## src/rtl/ctl_setup_pkg.sv

```systemverilog
package ctl_setup_pkg;
   // register word addresses
   localparam int A_MODE  = 0;
   localparam int A_CMD   = 1;
   localparam int A_SFLAG = 2;
   localparam int A_PRIME = 3;
   localparam int A_READY = 4;
   localparam int A_BUF   = 8;

   typedef struct packed {
      logic mode;
      logic cmd;
      logic sflag;
      logic prime;
      logic ready;
   } wr_sel_t;
endpackage

```

## src/rtl/ctl_setup_rx.sv

```systemverilog
module ctl_setup_rx #(
   parameter int NUM_EP    = 2,
   parameter int PKT_BYTES = 8,
   parameter int EPW       = 1
) (
   input  logic                        clk,
   input  logic                        rst_n,
   input  logic                        pkt_valid,
   input  logic [EPW-1:0]              pkt_ep,
   input  logic [7:0]                  pkt_byte,
   input  logic                        pkt_last,
   input  logic [NUM_EP-1:0]           lock,
   output logic                        commit_vld,
   output logic [EPW-1:0]              commit_ep,
   output logic [NUM_EP*PKT_BYTES*8-1:0] buf_flat
);
   localparam int IDXW = $clog2(PKT_BYTES + 1);
   localparam int EPB  = PKT_BYTES * 8;

   logic [IDXW-1:0] idx_q;
   logic [EPW-1:0]  cur_ep_q;
   logic            cur_acc_q;
   logic            first, ep_ok, sel_acc, wr_en;
   logic [EPW-1:0]  sel_ep;

   always_comb begin
      first   = (idx_q == '0);
      ep_ok   = int'(pkt_ep) < NUM_EP;
      sel_ep  = first ? pkt_ep : cur_ep_q;
      sel_acc = first ? (ep_ok && !lock[pkt_ep]) : cur_acc_q;
      wr_en   = pkt_valid && sel_acc && (idx_q < IDXW'(PKT_BYTES));
   end

   assign commit_vld = pkt_valid && pkt_last && sel_acc;
   assign commit_ep  = sel_ep;

   always_ff @(posedge clk) begin
      if (!rst_n) begin
         idx_q     <= '0;
         cur_ep_q  <= '0;
         cur_acc_q <= 1'b0;
      end else if (pkt_valid) begin
         if (first) begin
            cur_ep_q  <= pkt_ep;
            cur_acc_q <= sel_acc;
         end
         if (pkt_last)
            idx_q <= '0;
         else if (idx_q < IDXW'(PKT_BYTES))
            idx_q <= idx_q + 1'b1;
      end
   end

   for (genvar e = 0; e < NUM_EP; e++) begin : g_ep
      for (genvar b = 0; b < PKT_BYTES; b++) begin : g_byte
         logic [7:0] q;
         always_ff @(posedge clk) begin
            if (!rst_n)
               q <= '0;
            else if (wr_en && sel_ep == EPW'(e) && idx_q == IDXW'(b))
               q <= pkt_byte;
         end
         assign buf_flat[e*EPB + b*8 +: 8] = q;
      end

      // a packet starting on a locked endpoint must not touch its buffer
      p_locked_hold_r4: assert property (@(posedge clk) disable iff (!rst_n)
         (lock[e] && pkt_valid && first && pkt_ep == EPW'(e))
            |=> $stable(buf_flat[e*EPB +: EPB]));
   end
endmodule

```

## src/rtl/ctl_setup_regs.sv

```systemverilog
module ctl_setup_regs #(
   parameter int NUM_EP = 2
) (
   input  logic                  clk,
   input  logic                  rst_n,
   input  ctl_setup_pkg::wr_sel_t wsel,
   input  logic [NUM_EP-1:0]     wbits,
   input  logic [NUM_EP-1:0]     commit_oh,
   output logic                  mode_q,
   output logic                  tw_q,
   output logic [NUM_EP-1:0]     sflag_q,
   output logic [NUM_EP-1:0]     lock
);
   logic any_commit;
   logic [NUM_EP-1:0] clr_mask;

   assign any_commit = |commit_oh;
   assign clr_mask   = wsel.sflag ? wbits : '0;
   assign lock       = mode_q ? '0 : sflag_q;

   always_ff @(posedge clk) begin
      if (!rst_n) begin
         mode_q  <= 1'b0;
         tw_q    <= 1'b0;
         sflag_q <= '0;
      end else begin
         if (wsel.mode)
            mode_q <= wbits[0];
         if (any_commit)
            tw_q <= 1'b0;
         else if (wsel.cmd)
            tw_q <= wbits[0];
         sflag_q <= (sflag_q & ~clr_mask) | commit_oh;
      end
   end

   // a stored packet always drops the tripwire
   p_tw_drop_r7: assert property (@(posedge clk) disable iff (!rst_n)
      any_commit |=> !tw_q);

   for (genvar e = 0; e < NUM_EP; e++) begin : g_chk
      // the flag only rises after a completed store
      p_flag_src_r3: assert property (@(posedge clk) disable iff (!rst_n)
         $rose(sflag_q[e]) |-> $past(commit_oh[e]));
      // a store beats a same-cycle software clear
      p_store_wins_r10: assert property (@(posedge clk) disable iff (!rst_n)
         commit_oh[e] |=> sflag_q[e]);
   end
endmodule

```

## src/rtl/ctl_setup_prime.sv

```systemverilog
module ctl_setup_prime #(
   parameter int NUM_EP = 2
) (
   input  logic              clk,
   input  logic              rst_n,
   input  logic [NUM_EP-1:0] set_mask,
   input  logic [NUM_EP-1:0] rdy_clr,
   input  logic [NUM_EP-1:0] ack,
   input  logic [NUM_EP-1:0] cancel,
   output logic [NUM_EP-1:0] prime_q,
   output logic [NUM_EP-1:0] ready_q
);
   for (genvar e = 0; e < NUM_EP; e++) begin : g_ep
      logic done;
      assign done = prime_q[e] && ack[e] && !cancel[e];

      always_ff @(posedge clk) begin
         if (!rst_n) begin
            prime_q[e] <= 1'b0;
            ready_q[e] <= 1'b0;
         end else begin
            if (cancel[e])
               prime_q[e] <= 1'b0;
            else if (set_mask[e])
               prime_q[e] <= 1'b1;
            else if (done)
               prime_q[e] <= 1'b0;
            if (done)
               ready_q[e] <= 1'b1;
            else if (rdy_clr[e])
               ready_q[e] <= 1'b0;
         end
      end

      // a store cancels the prime without reporting success
      p_cancel_r9: assert property (@(posedge clk) disable iff (!rst_n)
         cancel[e] |=> (!prime_q[e] && !$rose(ready_q[e])));
      // ready only rises from an acknowledged prime
      p_ready_src_r8: assert property (@(posedge clk) disable iff (!rst_n)
         $rose(ready_q[e]) |-> $past(prime_q[e] && ack[e]));
   end
endmodule

```

## src/rtl/ctl_setup_capture.sv

```systemverilog
module ctl_setup_capture #(
   parameter int NUM_EP    = 2,
   parameter int PKT_BYTES = 8,
   parameter int DW        = 32,
   parameter int RAW       = 4,
   parameter int EPW       = (NUM_EP > 1) ? $clog2(NUM_EP) : 1
) (
   input  logic              clk,
   input  logic              rst_n,
   input  logic              pkt_valid,
   input  logic [EPW-1:0]    pkt_ep,
   input  logic [7:0]        pkt_byte,
   input  logic              pkt_last,
   input  logic              reg_wr,
   input  logic [RAW-1:0]    reg_addr,
   input  logic [DW-1:0]     reg_wdata,
   output logic [DW-1:0]     reg_rdata,
   input  logic [NUM_EP-1:0] prime_ack
);
   import ctl_setup_pkg::*;

   localparam int WPE   = (PKT_BYTES * 8) / DW;
   localparam int NWORD = NUM_EP * WPE;

   if (NUM_EP < 2 || NUM_EP > DW) begin : g_bad_ep
      $error("NUM_EP out of range");
   end
   if ((PKT_BYTES * 8) % DW != 0) begin : g_bad_dw
      $error("packet size must be a whole number of words");
   end
   if (A_BUF + NWORD > (1 << RAW)) begin : g_bad_raw
      $error("address space too small for buffers");
   end

   wr_sel_t                      wsel;
   logic [NUM_EP-1:0]            wbits;
   logic                         wdata_unused;
   logic                         commit_vld;
   logic [EPW-1:0]               commit_ep;
   logic [NUM_EP-1:0]            commit_oh;
   logic [NUM_EP*PKT_BYTES*8-1:0] buf_flat;
   logic                         mode_q, tw_q;
   logic [NUM_EP-1:0]            sflag_q, lock, prime_q, ready_q;

   assign wbits        = reg_wdata[NUM_EP-1:0];
   assign wdata_unused = ^reg_wdata[DW-1:NUM_EP];

   always_comb begin
      wsel.mode  = reg_wr && reg_addr == RAW'(A_MODE);
      wsel.cmd   = reg_wr && reg_addr == RAW'(A_CMD);
      wsel.sflag = reg_wr && reg_addr == RAW'(A_SFLAG);
      wsel.prime = reg_wr && reg_addr == RAW'(A_PRIME);
      wsel.ready = reg_wr && reg_addr == RAW'(A_READY);
      for (int e = 0; e < NUM_EP; e++)
         commit_oh[e] = commit_vld && commit_ep == EPW'(e);
   end

   ctl_setup_rx #(.NUM_EP(NUM_EP), .PKT_BYTES(PKT_BYTES), .EPW(EPW)) rx_i (
      .clk(clk), .rst_n(rst_n), .pkt_valid(pkt_valid), .pkt_ep(pkt_ep),
      .pkt_byte(pkt_byte), .pkt_last(pkt_last), .lock(lock),
      .commit_vld(commit_vld), .commit_ep(commit_ep), .buf_flat(buf_flat));

   ctl_setup_regs #(.NUM_EP(NUM_EP)) regs_i (
      .clk(clk), .rst_n(rst_n), .wsel(wsel), .wbits(wbits),
      .commit_oh(commit_oh), .mode_q(mode_q), .tw_q(tw_q),
      .sflag_q(sflag_q), .lock(lock));

   ctl_setup_prime #(.NUM_EP(NUM_EP)) prime_i (
      .clk(clk), .rst_n(rst_n),
      .set_mask(wsel.prime ? wbits : '0),
      .rdy_clr(wsel.ready ? wbits : '0),
      .ack(prime_ack), .cancel(commit_oh),
      .prime_q(prime_q), .ready_q(ready_q));

   always_comb begin
      int off;
      reg_rdata = '0;
      off = int'(reg_addr) - A_BUF;
      if (int'(reg_addr) == A_MODE)       reg_rdata[0] = mode_q;
      else if (int'(reg_addr) == A_CMD)   reg_rdata[0] = tw_q;
      else if (int'(reg_addr) == A_SFLAG) reg_rdata[NUM_EP-1:0] = sflag_q;
      else if (int'(reg_addr) == A_PRIME) reg_rdata[NUM_EP-1:0] = prime_q;
      else if (int'(reg_addr) == A_READY) reg_rdata[NUM_EP-1:0] = ready_q;
      else if (off >= 0 && off < NWORD)   reg_rdata = buf_flat[off*DW +: DW];
   end

   // nothing is flagged in the first cycle after reset
   p_reset_clean_r1: assert property (@(posedge clk)
      $rose(rst_n) |-> (sflag_q == '0 && prime_q == '0 && ready_q == '0));
endmodule

```

## config.mk

```make
export PLATFORM = sky130hd
export DESIGN_NAME = ctl_setup_capture
export DESIGN_NICKNAME = d
export VERILOG_FILES = /design/src/rtl/ctl_setup_pkg.sv /design/src/rtl/ctl_setup_rx.sv /design/src/rtl/ctl_setup_regs.sv /design/src/rtl/ctl_setup_prime.sv /design/src/rtl/ctl_setup_capture.sv
export SDC_FILE = /design/constraint.sdc
export NUM_CORES = 1
export LEC_CHECK = 0
export ABC_CLOCK_PERIOD_IN_PS = 2300
export BUFFER_PORTS_ARGS = -buffer_cell sky130_fd_sc_hd__clkbuf_2
export CAP_MARGIN = 30
export CELL_PAD_IN_SITES_DETAIL_PLACEMENT = 1
export CELL_PAD_IN_SITES_GLOBAL_PLACEMENT = 2
export CORE_MARGIN = 2
export CORE_UTILIZATION = 39
export CTS_CLUSTER_DIAMETER = 150
export DETAILED_ROUTE_END_ITERATION = 10
export GPL_ROUTABILITY_DRIVEN = 0
export PLACE_DENSITY = 0.83
export SLEW_MARGIN = 20
export SYNTH_ARGS = -nofsm -noshare
export SYNTH_HDL_FRONTEND = slang
export SYNTH_HIERARCHICAL = 1
export SYNTH_SLANG_ARGS = --single-unit
```

## constraint.sdc

```tcl
create_clock -name clk -period 2.3 [get_ports clk]
set_input_delay 0 -clock clk [delete_from_list [all_inputs] [get_ports clk]]
set_output_delay 0 -clock clk [all_outputs]
set_load 0.005 [all_outputs]
```

Yosys cells after proc, flatten, opt, wreduce, memory -nomap -nowiden
Cells that the tools add are included.
{"block": "word_totals", "ff_bits": 142, "in_bits": 52, "word_cells": 132}
{"block": "op_classes", "addsub": 2, "order_cmp": 4, "n_eq_ne": 15, "shift": 1, "muxes": 29, "bitwise_logic": 5, "reduce_logical": 50}
{"op": "indexed part select 128 x 10 -> 32 bit", "n": 1}
{"op": "two-way mux 30 bit", "n": 3}
{"op": "two-way mux 31 bit", "n": 2}
{"op": "logical AND 1 bit", "n": 34}
{"op": "two-way mux 32 bit", "n": 1}
{"op": "== test 4 x 3 -> 1 bit, second input constant", "n": 7}
{"op": "== test 4 x 2 -> 1 bit, second input constant", "n": 5}
{"op": "two-way mux 1 bit", "n": 14}
{"op": "two-way mux 2 bit", "n": 7}
{"op": "zero test 4 bit", "n": 3}
{"op": "nonzero test 2 bit", "n": 5}
{"op": "== test 4 x 1 -> 1 bit, second input constant", "n": 2}
{"op": "two-way mux 4 bit", "n": 2}
{"op": ">= comparator 5 x 1 -> 1 bit, second input constant", "n": 1}
{"op": "< comparator 5 x 4 -> 1 bit, second input constant", "n": 1}
{"op": "subtractor 4 x 4 -> 5 bit, second input constant", "n": 1}
{"op": "adder 4 x 1 -> 4 bit, second input constant", "n": 1}
{"op": "== test 4 bit, second input constant", "n": 1}
{"op": "< comparator 4 bit, second input constant", "n": 1}
{"op": "AND reduction 2 bit", "n": 2}
{"op": "OR reduction 2 bit", "n": 2}
{"op": "zero test 1 bit", "n": 3}
{"op": "OR reduction 3 bit", "n": 1}
{"op": "AND 2 bit", "n": 1}
{"op": "4 further kinds", "n": 5}

Logic depth before layout (Yosys ltp)
{"block": "logic_depth", "ltp_word": 11, "depth_mapped": 8, "mapped_depth_nobuf": 8}

By module
Netlist, hierarchy kept.
{"module": "ctl_setup_rx", "instances": 1, "cells_each": 496, "area_each_um2": 5551.6, "seq_area_each_um2": 2682.6}
{"module": "ctl_setup_capture", "instances": 1, "cells_each": 117, "area_each_um2": 1268.7, "seq_area_each_um2": 0.0}
{"module": "ctl_setup_regs", "instances": 1, "cells_each": 16, "area_each_um2": 163.9, "seq_area_each_um2": 80.1}
{"module": "ctl_setup_prime", "instances": 1, "cells_each": 16, "area_each_um2": 156.4, "seq_area_each_um2": 80.1}

Least setup slack after synthesis
Ideal clock, no wire load.
{"block": "synth_timing", "path_type": "register to register", "startpoint": "reg rx_i.idx_q[0]", "endpoint": "reg prime_i.ready_q[0]", "setup_time_ns": 0.074, "arrival_time_ns": 1.873, "setup_slack_ns": 0.353, "stages_incl_launch_ff": 9, "path_buffers": 0, "synth_period_minus_slack_ns": 1.947, "path_cell_list": "dfxtp_1 > inv_1 > ha_1 > nor3b_4 > mux2i_4 > nor2_1 > nor2b_1 > nand2b_1 > o21ai_0"}
{"block": "synth_between", "elab_chain_len": 7, "elab_cells_between_ends": 10}
{"item": "from (decl)", "line": "ctl_setup_rx.sv:20", "text": "logic [IDXW-1:0] idx_q;"}
{"item": "from (signal assigned)", "line": "ctl_setup_rx.sv:50", "text": "idx_q <= idx_q + 1'b1;"}
{"item": "zero test 4 bit *", "line": "ctl_setup_rx.sv:27", "text": "first = (idx_q == '0);"}
{"item": "two-way mux 1 bit *", "line": "ctl_setup_rx.sv:30", "text": "sel_acc = first ? (ep_ok && !lock[pkt_ep]) : cur_acc_q;"}
{"item": "logical AND 1 bit *", "line": "ctl_setup_rx.sv:34", "text": "assign commit_vld = pkt_valid && pkt_last && sel_acc;"}
{"item": "net commit_vld", "line": "ctl_setup_capture.sv:38", "text": "logic commit_vld;"}
{"item": "logical AND 1 bit *", "line": "ctl_setup_capture.sv:55", "text": "commit_oh[e] = commit_vld && commit_ep == EPW'(e);"}
{"item": "net commit_oh[0]", "line": "ctl_setup_capture.sv:40", "text": "logic [NUM_EP-1:0] commit_oh;"}
{"item": "zero test 1 bit *", "line": "ctl_setup_prime.sv:15", "text": "assign done = prime_q[e] && ack[e] && !cancel[e];"}
{"item": "logical AND 1 bit *", "line": "ctl_setup_prime.sv:15"}
{"item": "two-way mux 1 bit / nonzero test 2 bit (equally long branches)"}
{"item": "to (signal, indexed assignment)", "line": "ctl_setup_prime.sv:20", "text": "ready_q[e] <= 1'b0;"}
{"item": "to (signal, indexed assignment)", "line": "ctl_setup_prime.sv:29", "text": "ready_q[e] <= 1'b1;"}
{"item": "to (signal, indexed assignment)", "line": "ctl_setup_prime.sv:31", "text": "ready_q[e] <= 1'b0;"}
{"item": "to (decl)", "line": "ctl_setup_prime.sv:11", "text": "output logic [NUM_EP-1:0] ready_q"}
The timed path passes the listed nets; every way through them passes the cells marked *.
A chain may end at the register's enable or synchronous reset.

Worst setup path after layout
{"block": "layout_timing", "startpoint": "reg rx_i.idx_q[1]", "endpoint": "reg rx_i.g_ep[0].g_byte[1].q[3]"}
{"block": "layout_between", "elab_chain_len": 6, "elab_cells_between_ends": 10}
{"item": "branches (longest 5 deep; another with < comparator 4 bit)"}
{"item": "logical AND 1 bit *", "line": "ctl_setup_rx.sv:60", "text": "else if (wr_en && sel_ep == EPW'(e) && idx_q == IDXW'(b))"}
{"item": "to (signal assigned)", "line": "ctl_setup_rx.sv:61", "text": "q <= pkt_byte;"}
{"item": "to (decl)", "line": "ctl_setup_rx.sv:56", "text": "logic [7:0] q;"}
Every way passes the cells marked *.

==> results summary <==
The total I/O pin count came out at 84. The kind of end point of the critical path is a flop. In this run the clock root is driven by a sky130_fd_sc_hd__clkbuf_16. The number of antenna diodes in the final layout is 0. After synthesis, the most frequently instantiated cells are 142 x sky130_fd_sc_hd__dfxtp_1, 134 x sky130_fd_sc_hd__mux2i_1, 120 x sky130_fd_sc_hd__nor2b_1. The number of instances in the synthesized netlist is 645.

The clock period minus final worst setup slack is 2.11 ns. The via count of the routed design is 4968. The setup TNS is 0 ns. Of all cell types, the one taking the most synthesized area is sky130_fd_sc_hd__dfxtp_1.

The main flop type after synthesis is sky130_fd_sc_hd__dfxtp_1. The number of storage elements in the synthesis netlist came out at 142. The final count of pins violating max slew is 0.

The worst hold path belongs to the class in2reg. The largest single stage delay on the critical path is 0.41 ns. Of the post-synthesis cell area, the dominant cell type holds 0.398. The fraction of power consumed by the clock network came out at 0.482. The number of global-route vias before repair is 5288. In this run the tightest slew margin relative to its limit is 0.614.

The dominant delay contributor by cell family on the critical path is multiplexers. The global-route wire length before repair is 29100 microns. The area growth from synthesis to final layout came out at 14.5%.

The data arrival time of the critical path came out at 2.46 ns. For the pin with the worst max-slew slack, the measured transition is 0.579 ns. The floorplan step defined a die boundary enclosing 19400 sq um.

The critical path is of the reg2reg type. The mean cell area of the mapped netlist came out at 11.1 sq um. The latest clock arrival within the worst-skew pair came out at 0.43 ns. Setup repair after global routing left no endpoint under its margin. The clock tree buffer depth came out at 2. Dividing the final minimum period by the clock period gives 0.918. The detailed placer's ending HPWL is 12300 microns. The hold path depth came out at 3.

The part of the power in combinational logic came out at 0.076. The design internal power is 4230 uW. The total detailed-routing wirelength is 18300 microns.

In this run the worst path has a maximum fanout of 10. The endpoint identified for the worst register-to-register timing path is rx_i/g_ep[0].g_byte[1].q[3]. Of the total power, the share spent switching nets is 0.254. The switching power is 1440 uW.

The worst hold path begins at pkt_byte[6]. The floorplan step set the die height to 139 microns. For this run, the register share of the synthesized area comes to 0.398.

The highest achievable clock rate came out at 474 MHz. The required time of the critical path is 2.64 ns. The clock tree from TritonCTS is yes.

The remaining antenna violation count is 0. The mapped netlist covers 7140 sq um. The number of placement rows came out at 49.

The worst register-to-register path begins at rx_i/idx_q[1]. CTS saw 142 sinks. In the routed layout, each cell is associated on average with a via count of 5.26. The count of maximum capacitance violations came out at 0. The run finished with clean final reports. The die extent in x is 139 microns. Yosys instantiated no cell more often than sky130_fd_sc_hd__dfxtp_1. Ranked by total cell area, the synthesized netlist is headed by sky130_fd_sc_hd__dfxtp_1 40%, sky130_fd_sc_hd__mux2i_1 19%, sky130_fd_sc_hd__nor2b_1 11%, sky130_fd_sc_hd__mux4_2 8.8%, sky130_fd_sc_hd__nand2_1 3.5%. Setup violations remaining at the end of the flow were counted as 0. The first-pass iteration count of the detailed router came out at 4. The combined buffer and inverter count along the critical path came out at 2. The initial antenna violation count came out at 0. The DRC violation count after routing came out at 0. The path with the worst hold slack has its endpoint at rx_i/g_ep[1].g_byte[5].q[6]. The number of enable flip-flop cells after synthesis is 0. The number of nets in the synthesized netlist is 701. In this design, the critical path's most frequently occurring cell is sky130_fd_sc_hd__mux2i_1.

For this design, the slowest cell found on the critical path is sky130_fd_sc_hd__dfxtp_1. The setup slack of the critical path after layout came out at 0.189 ns. The total leakage power came out at 0.00316 uW.

The layout cell share with drive strength beyond 1 is 0.225. Input and output buffers added on the ports amount to 53. The effective utilization at floorplan is 0.398. The slack of the worst reg-to-reg path came out at 0.19 ns. STA classifies the critical path startpoint as a flop. Clock-pin slew was measured on the worst setup and hold paths at 0.07 ns. The critical path goes through inv_1 > ha_1 > buf_4 > mux2i_1 > nand3_2 > nor2_8 > mux2i_1. Power spread over the standard cell area amounts to 694 nW/um^2. The number of resized instances in the post-cts repair step came out at 0. In the final routed layout, each cell accounts on average for 19.3 microns.

The total congestion overflow is 0. The count of unique library cells instantiated by Yosys is 49. The number of nets in the layout is 758. The depth of the worst register-to-register path is 7. The placement-stage worst setup slack is 0.158 ns. The share of total power dissipated in sequential elements is 0.442. The first-iteration detailed-routing DRC count came out at 214. After synthesis, the share of flip-flops with an asynchronous set or reset is 0. The clock skew came out at 0.0104 ns. The largest net degree at the start of global routing came out at 53. The H-tree was split into 4 levels. The worst supply voltage drop on vdd came out at 0.000481 V.

Yosys printed 6 warnings. The final count of hold timing violations is 0. The floorplan step defined a core boundary enclosing 18000 sq um. Buffers inserted during clock tree synthesis total 17. Across every metal layer, demand over resource in global routing totals 0.193.
## worst register-to-register path, cell delays in order, from the launching register on
cell and delay (ns):
sky130_fd_sc_hd__dfxtp_1 0.41, sky130_fd_sc_hd__inv_1 0.09, sky130_fd_sc_hd__ha_1 0.21, sky130_fd_sc_hd__buf_4 0.20, sky130_fd_sc_hd__mux2i_1 0.39, sky130_fd_sc_hd__nand3_2 0.20, sky130_fd_sc_hd__nor2_8 0.27, sky130_fd_sc_hd__mux2i_1 0.27
## placed cells by master, fill, tap and decap left out, drive strengths merged, types with 4 or more instances in the layout
cell type    instances
nor2b              120
mux4                30
dlygate4sd3          9
nand3               13
inv                 12
buf                 23
nor3b               10
nand2b               4
mux2                 5
nor2                14
o21ai                6
a21oi                4
nand2               67
clkinvlp             4
mux2i              137
ha                   4
dfxtp              142
and2                 5
a31oi                5
clkbuf              72
## final cells by class
cell class | count | area, sq um
clock buffer | 20 | 457
clock inverter | 12 | 126
timing repair buffer | 84 | 536
tap | 229 | 287
inverter | 7 | 26.3
fill | 1952 | 9790
multi-input combinational | 450 | 3900
sequential | 142 | 2840
## how the worst max path moves through the flow
stage                        startpoint                     endpoint  slack [ns]  depth (start not counted)
after global placement    rx_i/idx_q[1]           prime_i/ready_q[0]        0.23                          8
after detailed placement  rx_i/idx_q[1]           prime_i/ready_q[0]        0.16                          8
after global routing      rx_i/idx_q[1]  rx_i/g_ep[0].g_byte[1].q[3]        0.03                          7
after floorplan           rx_i/idx_q[0]           prime_i/ready_q[0]        0.35                          8
final                     rx_i/idx_q[1]  rx_i/g_ep[0].g_byte[1].q[3]        0.19                          7
after CTS                 rx_i/idx_q[1]           prime_i/ready_q[0]        0.09                          8
## state kept, by name, indices dropped and copies added (netlist names)
register / flops
prime_i/prime_q: 2
prime_i/ready_q: 2
regs_i/mode_q: 1
regs_i/sflag_q: 2
regs_i/tw_q: 1
rx_i/cur_acc_q: 1
rx_i/cur_ep_q: 1
rx_i/g_ep.g_byte.q: 128
rx_i/idx_q: 4
## power by group through the flow
stage / clock, uW / combinational (uW) / sequential [uW]
2_1_floorplan: 0 / 318 / 2550
3_3_place_gp: 0 / 400 / 2560
3_5_place_dp: 0 / 415 / 2560
4_1_cts: 2800 / 428 / 2510
5_1_grt: 2900 / 463 / 2510
6_report: 2740 / 429 / 2510
## layer usage
layer  share of wire  GRT usage  vias to the layer above  wire (microns)
met3           0.029     0.0389                       19             538
li1                -          -                     2353               -
met4           0.012     0.0548                        0             216
met2            0.51      0.341                       71            9310
met1            0.45      0.239                     2525            8190
met5               0          0                        -               0
## cell families (layout without fill, tap and decap cells)
| family | after synthesis | in the layout | share of synthesized area |
|---|---|---|---|
| adder cells (fa/ha/maj) | 4 | 4 | 0.00701 |
| AO/OA/AOI/OAI | 25 | 25 | 0.0233 |
| multiplexers | 172 | 172 | 0.300 |
| flip-flops | 142 | 142 | 0.398 |
| buffers and inverters | 53 | 123 | 0.0555 |
| AND/OR/NAND/NOR | 249 | 249 | 0.216 |
## timing repair
item,4_1_cts,5_1_grt
endpoints found under the setup margin,0,2
hold endpoints to repair,11,0
buffers inserted,0,2
hold buffers,9,0
## per-stage QoR
stage                     hold slack (ns)  power [uW]  cells  area [sq um]  utilization
after global routing               0.0511        5870    944          8180        0.455
after CTS                          0.0412        5730    942          8160        0.454
after global placement              0.237        2960    901          7490        0.417
after floorplan                     0.100        2870    645          7140            -
final                              0.0464        5670    944          8180        0.455
after detailed placement            0.247        2980    901          7490        0.417
No activity file was read; power rests on OpenSTA's default activity.
